**src/rtl/sercmd_pkg.sv**
```systemverilog
package sercmd_pkg;

    localparam int CODE_W = 6;

    typedef enum logic [1:0] {
        MODE_TALK     = 2'd0,
        MODE_DIAL     = 2'd1,
        MODE_MUTE_ALL = 2'd2,
        MODE_MUTE_MIC = 2'd3
    } op_mode_e;

    typedef enum logic [3:0] {
        K_NONE,
        K_STORE_TONE,
        K_TALK,
        K_DIAL,
        K_MUTE_ALL,
        K_MUTE_MIC,
        K_TOG_MASK,
        K_TOG_AGC,
        K_TOG_BOOST,
        K_TOG_OSC,
        K_RING_LVL,
        K_LOCK_RST,
        K_INIT
    } cmd_kind_e;

    typedef struct packed {
        cmd_kind_e  kind;
        logic [3:0] arg;
    } cmd_t;

    typedef struct packed {
        op_mode_e   mode;
        logic [3:0] pend;
        logic [3:0] tone;
        logic [1:0] ring;
        logic       agc;
        logic       mask;
        logic       boost;
        logic       osc;
    } ctl_state_t;

    function automatic ctl_state_t ctl_default();
        ctl_state_t s;
        s.mode  = MODE_TALK;
        s.pend  = 4'd0;
        s.tone  = 4'd0;
        s.ring  = 2'd3;
        s.agc   = 1'b1;
        s.mask  = 1'b0;
        s.boost = 1'b0;
        s.osc   = 1'b0;
        return s;
    endfunction

    // w[i] holds bit a_i; literals are written a5 first.
    function automatic cmd_t classify(logic [CODE_W-1:0] w);
        cmd_t r;
        r.kind = K_NONE;
        r.arg  = w[3:0];
        casez (w)
            6'b00????: r.kind = K_STORE_TONE;
            6'b010000: r.kind = K_TALK;
            6'b010001: r.kind = K_DIAL;
            6'b010010: r.kind = K_MUTE_ALL;
            6'b010011: r.kind = K_MUTE_MIC;
            6'b010100: r.kind = K_TOG_AGC;
            6'b010101: r.kind = K_TOG_MASK;
            6'b010110: r.kind = K_TOG_BOOST;
            6'b010111: r.kind = K_LOCK_RST;
            6'b0111??: r.kind = K_RING_LVL;
            6'b101000: r.kind = K_TOG_OSC;
            6'b111010: r.kind = K_INIT;
            default:   r.kind = K_NONE;
        endcase
        return r;
    endfunction

endpackage

```
**src/rtl/sercmd_frame_rx.sv**
```systemverilog
module sercmd_frame_rx #(
    parameter int WORD_BITS = 6
) (
    input  logic                 clk,
    input  logic                 rst,
    input  logic                 ser_clk,
    input  logic                 ser_dat,
    output logic [WORD_BITS-1:0] word_o,
    output logic                 fire_o
);
    localparam int CNT_W = $clog2(WORD_BITS + 1);
    localparam logic [CNT_W-1:0] FULL = CNT_W'(WORD_BITS);

    logic s_clk, s_dat, p_clk, p_dat;
    logic armed;
    logic [CNT_W-1:0] cnt;
    logic [WORD_BITS-1:0] shreg;

    logic rise, fall, start;
    assign rise  = s_clk & ~p_clk;
    assign fall  = ~s_clk & p_clk;
    assign start = s_clk & p_clk & (s_dat ^ p_dat);

    always_ff @(posedge clk) begin
        if (rst) begin
            s_clk <= 1'b0;
            s_dat <= 1'b0;
            p_clk <= 1'b0;
            p_dat <= 1'b0;
            armed <= 1'b0;
            cnt   <= '0;
            shreg <= '0;
        end else begin
            s_clk <= ser_clk;
            s_dat <= ser_dat;
            p_clk <= s_clk;
            p_dat <= s_dat;
            if (start) begin
                armed <= 1'b1;
                cnt   <= '0;
            end else if (rise && armed && cnt < FULL) begin
                shreg[cnt] <= s_dat;
                cnt        <= cnt + 1'b1;
            end else if (fall && armed && cnt == FULL) begin
                armed <= 1'b0;
            end
        end
    end

    assign fire_o = fall & armed & (cnt == FULL);
    assign word_o = shreg;
endmodule

```
**src/rtl/sercmd_ctl_regs.sv**
```systemverilog
module sercmd_ctl_regs
    import sercmd_pkg::*;
(
    input  logic       clk,
    input  logic       rst,
    input  logic       hook_evt,
    input  logic       fire,
    input  cmd_t       cmd,
    output ctl_state_t st,
    output logic       status_n
);
    logic locked;

    always_ff @(posedge clk) begin
        if (rst || hook_evt) begin
            st       <= ctl_default();
            status_n <= 1'b1;
            locked   <= 1'b0;
        end else if (fire && !locked) begin
            case (cmd.kind)
                K_STORE_TONE: st.pend <= cmd.arg;
                K_TALK:       st.mode <= MODE_TALK;
                K_DIAL: begin
                    st.mode <= MODE_DIAL;
                    st.tone <= st.pend;
                end
                K_MUTE_ALL:   st.mode  <= MODE_MUTE_ALL;
                K_MUTE_MIC:   st.mode  <= MODE_MUTE_MIC;
                K_TOG_AGC:    st.agc   <= ~st.agc;
                K_TOG_MASK:   st.mask  <= ~st.mask;
                K_TOG_BOOST:  st.boost <= ~st.boost;
                K_TOG_OSC:    st.osc   <= ~st.osc;
                K_RING_LVL:   st.ring  <= cmd.arg[1:0];
                K_LOCK_RST: begin
                    if (st.mode == MODE_TALK) begin
                        st       <= ctl_default();
                        status_n <= 1'b0;
                        locked   <= 1'b1;
                    end
                end
                K_INIT:       st <= ctl_default();
                default: ;
            endcase
        end
    end
endmodule

```
**src/rtl/sercmd_decoder.sv**
```systemverilog
module sercmd_decoder
    import sercmd_pkg::*;
#(
    parameter int WORD_BITS = CODE_W
) (
    input  logic       clk,
    input  logic       rst,
    input  logic       ser_clk,
    input  logic       ser_dat,
    input  logic       hook_evt,
    output logic [1:0] op_mode,
    output logic [3:0] tone_code,
    output logic [1:0] ring_level,
    output logic       agc_on,
    output logic       mask_on,
    output logic       rx_boost,
    output logic       osc_internal,
    output logic       rst_status_n
);
    logic [WORD_BITS-1:0] word;
    logic                 cmd_fire;
    cmd_t                 cmd;
    ctl_state_t           st;

    sercmd_frame_rx #(.WORD_BITS(WORD_BITS)) u_rx (
        .clk     (clk),
        .rst     (rst),
        .ser_clk (ser_clk),
        .ser_dat (ser_dat),
        .word_o  (word),
        .fire_o  (cmd_fire)
    );

    assign cmd = classify(word[CODE_W-1:0]);

    sercmd_ctl_regs u_regs (
        .clk      (clk),
        .rst      (rst),
        .hook_evt (hook_evt),
        .fire     (cmd_fire),
        .cmd      (cmd),
        .st       (st),
        .status_n (rst_status_n)
    );

    assign op_mode      = st.mode;
    assign tone_code    = st.tone;
    assign ring_level   = st.ring;
    assign agc_on       = st.agc;
    assign mask_on      = st.mask;
    assign rx_boost     = st.boost;
    assign osc_internal = st.osc;
endmodule

```
**config.mk**
```make
export PLATFORM = sky130hd
export DESIGN_NAME = sercmd_decoder
export DESIGN_NICKNAME = d
export VERILOG_FILES = /design/src/rtl/sercmd_pkg.sv /design/src/rtl/sercmd_frame_rx.sv /design/src/rtl/sercmd_ctl_regs.sv /design/src/rtl/sercmd_decoder.sv
export SDC_FILE = /design/constraint.sdc
export NUM_CORES = 1
export LEC_CHECK = 0
export BUFFER_PORTS_ARGS = -buffer_cell sky130_fd_sc_hd__buf_2
export CAP_MARGIN = 40
export CORE_ASPECT_RATIO = 0.6
export CORE_MARGIN = 3
export CORE_UTILIZATION = 44
export DETAILED_ROUTE_END_ITERATION = 16
export PLACE_DENSITY = 0.7
export SLEW_MARGIN = 30
export SYNTH_ARGS = -nofsm -noshare
export SYNTH_HDL_FRONTEND = slang
export SYNTH_HIERARCHICAL = 1
export SYNTH_SLANG_ARGS = --single-unit
```
**constraint.sdc**
```tcl
create_clock -name clk -period 2.14 [get_ports clk]
set_input_delay 0.107 -clock clk [delete_from_list [all_inputs] [get_ports clk]]
set_output_delay 0.107 -clock clk [all_outputs]
set_load 0.01 [all_outputs]
```
; ---- Word level (Yosys, flattened, before mapping)
; Cells that the tools add are included.
[classes]
n_addsub = 1
mul = 0
div_mod_pow = 0
order_cmp = 3
eq_ne = 26
shift = 0
mux = 16
n_bitwise = 14
reduce_logical = 32
[op_table]
columns = operator, count
row1 = 6-bit by 5-bit equality test with 1-bit output (second input constant), 8
row2 = 4-bit one-hot mux with 12 select lines, 1
row3 = 3-bit AND reduction, 9
row4 = 4-bit one-hot mux with 3 select lines, 2
row5 = 3-bit nonzero test, 7
row6 = 4-bit by 3-bit equality test with 1-bit output (second input constant), 5
row7 = 4-bit equality test (second input constant), 5
row8 = 16-bit 2-to-1 mux, 1
row9 = 6-bit equality test (second input constant), 2
row10 = 1-bit one-hot mux with 3 select lines, 4
row11 = 2-bit one-hot mux with 5 select lines, 1
row12 = 4-bit by 2-bit equality test with 1-bit output (second input constant), 2
row13 = 1-bit inverter, 7
row14 = 1-bit bitwise AND, 6
row15 = 6-bit bitwise mux, 1
row16 = 1-bit logical AND, 6
row17 = 2-bit one-hot mux with 3 select lines, 1
row18 = 5-bit nonzero test, 1
row19 = 4-bit by 1-bit equality test with 1-bit output (second input constant), 1
row20 = 2-bit logical NOT, 2
row21 = 3-bit by 4-bit < comparator with 1-bit output (second input constant), 1
row22 = 1-bit 2-to-1 mux, 4
row23 = 2-bit by 1-bit inequality test with 1-bit output (second input constant), 2
row24 = 2-bit AND reduction, 2
row25 = other kinds (10), 11
[totals]
register_bits = 32
latch_bits = 0
ram_bits = 0
mem_bits_ro = 0
in_bits = 5
output_inout_bits = 13
memories = 0

; ---- Depth between registers and ports, before layout
[logic_depth]
depth_word = 7
depth_mapped = 8
mapped_depth_nobuf = 7

; ---- Modules after synthesis
; Netlist, hierarchy kept.
[modules_own_cells]
columns = mod, n_inst, cells_per_inst, area_per_inst_um2
row1 = sercmd_ctl_regs, 1, 114, 994.7
row2 = sercmd_frame_rx, 1, 62, 623.1
row3 = sercmd_decoder, 1, 20, 125.1

; ---- Worst setup path before layout
; OpenSTA, ideal clock, no wires.
[synth_path]
kind = reg-to-reg
start = reg u_rx.shreg[1], in the netlist u_rx/word_o[1]
end = reg u_regs/st[4] (netlist name)
setup_time_ns = 0.121
arrival_time_ns = 1.910
t_required_ns = 2.019
path_slack_ns = 0.109
path_stages_with_launch = 8
path_buffers = 1
cell_sequence = dfxtp_1 -> nor2b_2 -> nor2b_1 -> o21a_1 -> buf_4 -> or2b_1 -> a221oi_1 -> mux2_2
[synth_lines]
columns = element, line_no
row1 = from (decl), sercmd_frame_rx.sv:17  ; logic [WORD_BITS-1:0] shreg;
row2 = "from (signal, indexed assignment)", sercmd_frame_rx.sv:42  ; shreg[cnt] <= s_dat;

==> summary.md <==
| Metric | Value |
|---|---|
| Top FF cell, synth | `dfxtp_1` |
| CTS Buffer Depth | `2` |
| Commonest non-fill, non-tap cell in the layout | `dfxtp_1` |
| Overflow after GRT | `0` |
| Post-route cell area | `0.00222 mm2` |
| Cell Area, Placed | `0.00201 mm2` |
| Final setup TNS | `0 ps` |
| Max-Cap Viols | `0` |
| Worst rel slew slack | `0.774` |
| Fill count | `337` |
| Register area share after synthesis | `0.368` |
| DP Worst Slack | `-54.0 ps` |
| # diodes | `0` |
| Fin. Hold Viols | `0` |
| Clock skew | `3.89 ps` |
| WL/cell | `15.1 um` |
| Starting DRT DRC Count | `168` |
| CP Max Fanout | `7` |
| Total wire length | `4340 um` |
| Post-DP HPWL | `2910 um` |
| Post-synth EDFFs | `0` |
| Required time of the critical path | `2320 ps` |
| DP Cell Count | `276` |
| Initial antenna violation count | `0` |
| Routing usage on met3 | `0.0466` |
| Hold Slack | `38.1 ps` |
| Final worst-path setup slack | `84.2 ps` |
| Die Height | `54.8 um` |
| Synth-to-layout area growth | `27.5%` |
| First-pass GRT wire length | `6880 um` |
| Max VDD drop | `0.000383 V` |
| Vias in the first global route | `1389` |
| Synth unique cells | `53` |
| Final Setup Violations | `0` |
| Routability Congestion | `0.907` |
| Syn Inst Count | `196` |
| Leak pwr | `0.845 nW` |
| Antenna-violating nets left | `0` |
| Clock sink total | `32` |
| Outcome | `completed` |
| Starting Density | `0.466` |
| Ys Warns | `6` |
| DR vias/cell | `5.57` |
| Crit Path Category | `reg -> reg` |
| Die area | `0.00478 mm2` |
| Htree depth | `2` |
| PwrDens | `552 mW/mm2` |
| Clock root buffer | `clkbuf_8` |
| Met2 usage | `0.251` |
| Grt met1 use | `0.292` |
| Busiest layer in global routing | `met1` |
| Async SR Flop Fraction | `0` |
| Largest net degree at the start of global routing | `20` |
| FF+latch count, synth | `32` |
| Non-Filler Instances | `287` |
| RSZ-0062 raised after global routing | `yes` |
| Slew @ Worst Pin | `338 ps` |
| Crit path DAT | `2230 ps` |
| Max frequency | `486 MHz` |
| Worst-Skew Late Latency | `290 ps` |
| Final Cycle Share | `0.961` |
| Top Ports | `18` |
| Post-Syn Area | `0.00174 mm2` |
| Reg area | `644 um2` |
| Syn Area/Cell | `8.89 um2` |
| Most frequent cells in the layout | `dfxtp_1 (29), buf_4 (22), nand2_1 (20), buf_2 (17), mux2i_1 (15)` |
| Vias | `1599` |
| Crit end category | `flop` |
| Number of buffers inserted by port buffering | `17` |
| Total GRT Usage | `0.190` |
| DRT Pass-1 Iters | `4` |
| Placeable Area | `0.00374 mm2` |
| Row count | `17` |
| Startpoint Class | `flop` |
| CTS tree | `yes` |
| Clock slew at reported path FFs | `70 ps` |
| Post-layout min period | `2060 ps` |
| Area occupied by multi-input gates | `0.00110 mm2` |
| Die Width | `87.3 um` |
| Slew Limit Fails | `0` |
| Net count after synthesis | `203` |
| Hold Crit Class | `in -> reg` |
| Drt drc | `0` |
| Layout cell share with drive strength beyond 1 | `0.325` |
| Nets | `246` |
| Hold buffer count at CTS | `0` |
| CTS buffer count | `5` |
==> flip-flops by register name (all words and copies together) (netlist names) <==
signal / count
u_rx/s_clk: 1
u_regs/status_n: 1
u_rx/armed: 1
u_regs/st: 16
u_rx/word_o: 6
u_regs/locked: 1
u_rx/p_dat: 1
u_rx/cnt: 3
u_rx/p_clk: 1
u_rx/s_dat: 1
==> area by class of cell <==
| cell class | instances | area share |
|---|---|---|
| repair buffers | 42 | 0.128 |
| well taps | 47 | 0.0265 |
| clock buffers | 5 | 0.0310 |
| clock inverters | 3 | 0.0191 |
| inverters | 6 | 0.0101 |
| multi-input cells | 152 | 0.495 |
| flip-flops and latches | 32 | 0.290 |
==> per-layer routing <==
| layer | vias to the layer above | wire length, um |
|---|---|---|
| met4 | 0 | 39 |
| met5 | - | 0 |
| met3 | 5 | 253 |
| met2 | 50 | 1740 |
| met1 | 746 | 2310 |
| li1 | 798 | - |
==> per-stage QoR <==
stage	power [mW]	utilization
after global routing	1.26	0.594
after detailed placement	0.654	0.537
final	1.23	0.594
after CTS	1.24	0.568
after global placement	0.653	0.537
after floorplan	0.638	-
==> where the power goes <==
group | internal [mW] | switching (mW)
combinational | 0.0155 | 0.0223
sequential | 0.599 | 0.00512
clock | 0.344 | 0.241
total | 0.959 | 0.269
==> Yosys cell counts (all sizes together), types with 2 or more instances <==
master,count,area [um2]
clkbuf,2,7.51
xnor2,2,17.5
a221oi,2,17.5
and4bb,2,28.8
dfxtp,32,641
nor2,9,33.8
or2,3,18.8
buf,4,35.0
and2,2,13.8
xor2,3,26.3
o21ai,7,35.0
nand4,3,18.8
ha,2,25.0
o41ai,3,26.3
o211ai,2,15.0
nand3b,5,50.1
or2b,3,22.5
and3,3,18.8
nand2b,10,62.6
nand2,22,82.6
mux2,2,22.5
a31oi,3,18.8
nor2b,9,58.8
inv,6,22.5
nand3,10,50.1
a21oi,7,35.0
or3,3,18.8
mux2i,15,150
nor3,4,31.3
nand4b,2,17.5
==> cell families (layout without fill, tap and decap cells) <==
group,Yosys count,in the layout,share of synthesized area
compound gates,33,33,0.126
xor+xnor,5,5,0.0251
fa+ha+maj,2,2,0.0144
buf+inv,12,56,0.0373
flops,32,32,0.368
mux,17,17,0.0991
simple gates,95,95,0.331
==> repair_timing <==
action,CTS,global route
hold endpoints to repair,0,0
setup endpoints to repair,2,13
pin swaps,0,3
cloned,0,1
resized for setup,1,21
setup buffers,0,2
==> final timing paths <==
path / startpoint / to / slack, ps / cells past startpoint
worst min register to register: u_regs/status_n / u_regs/status_n / 450 / 2
worst max-delay path: u_rx/word_o[1] / u_regs/st[5] / 80 / 10
worst max register to register: u_rx/word_o[1] / u_regs/st[5] / 80 / 10
worst min-delay path: ser_dat / u_rx/s_dat / 40 / 2
==> critical path: stages (launching register included) <==
cell	delay [ps]
dfxtp_2	360
buf_4	160
nor2_1	50
nand3_1	100
o221ai_2	110
buf_4	180
and4b_4	240
nor3_4	260
buf_6	170
nand2b_1	50
mux2_2	260
(Power assumes the default switching activity.)
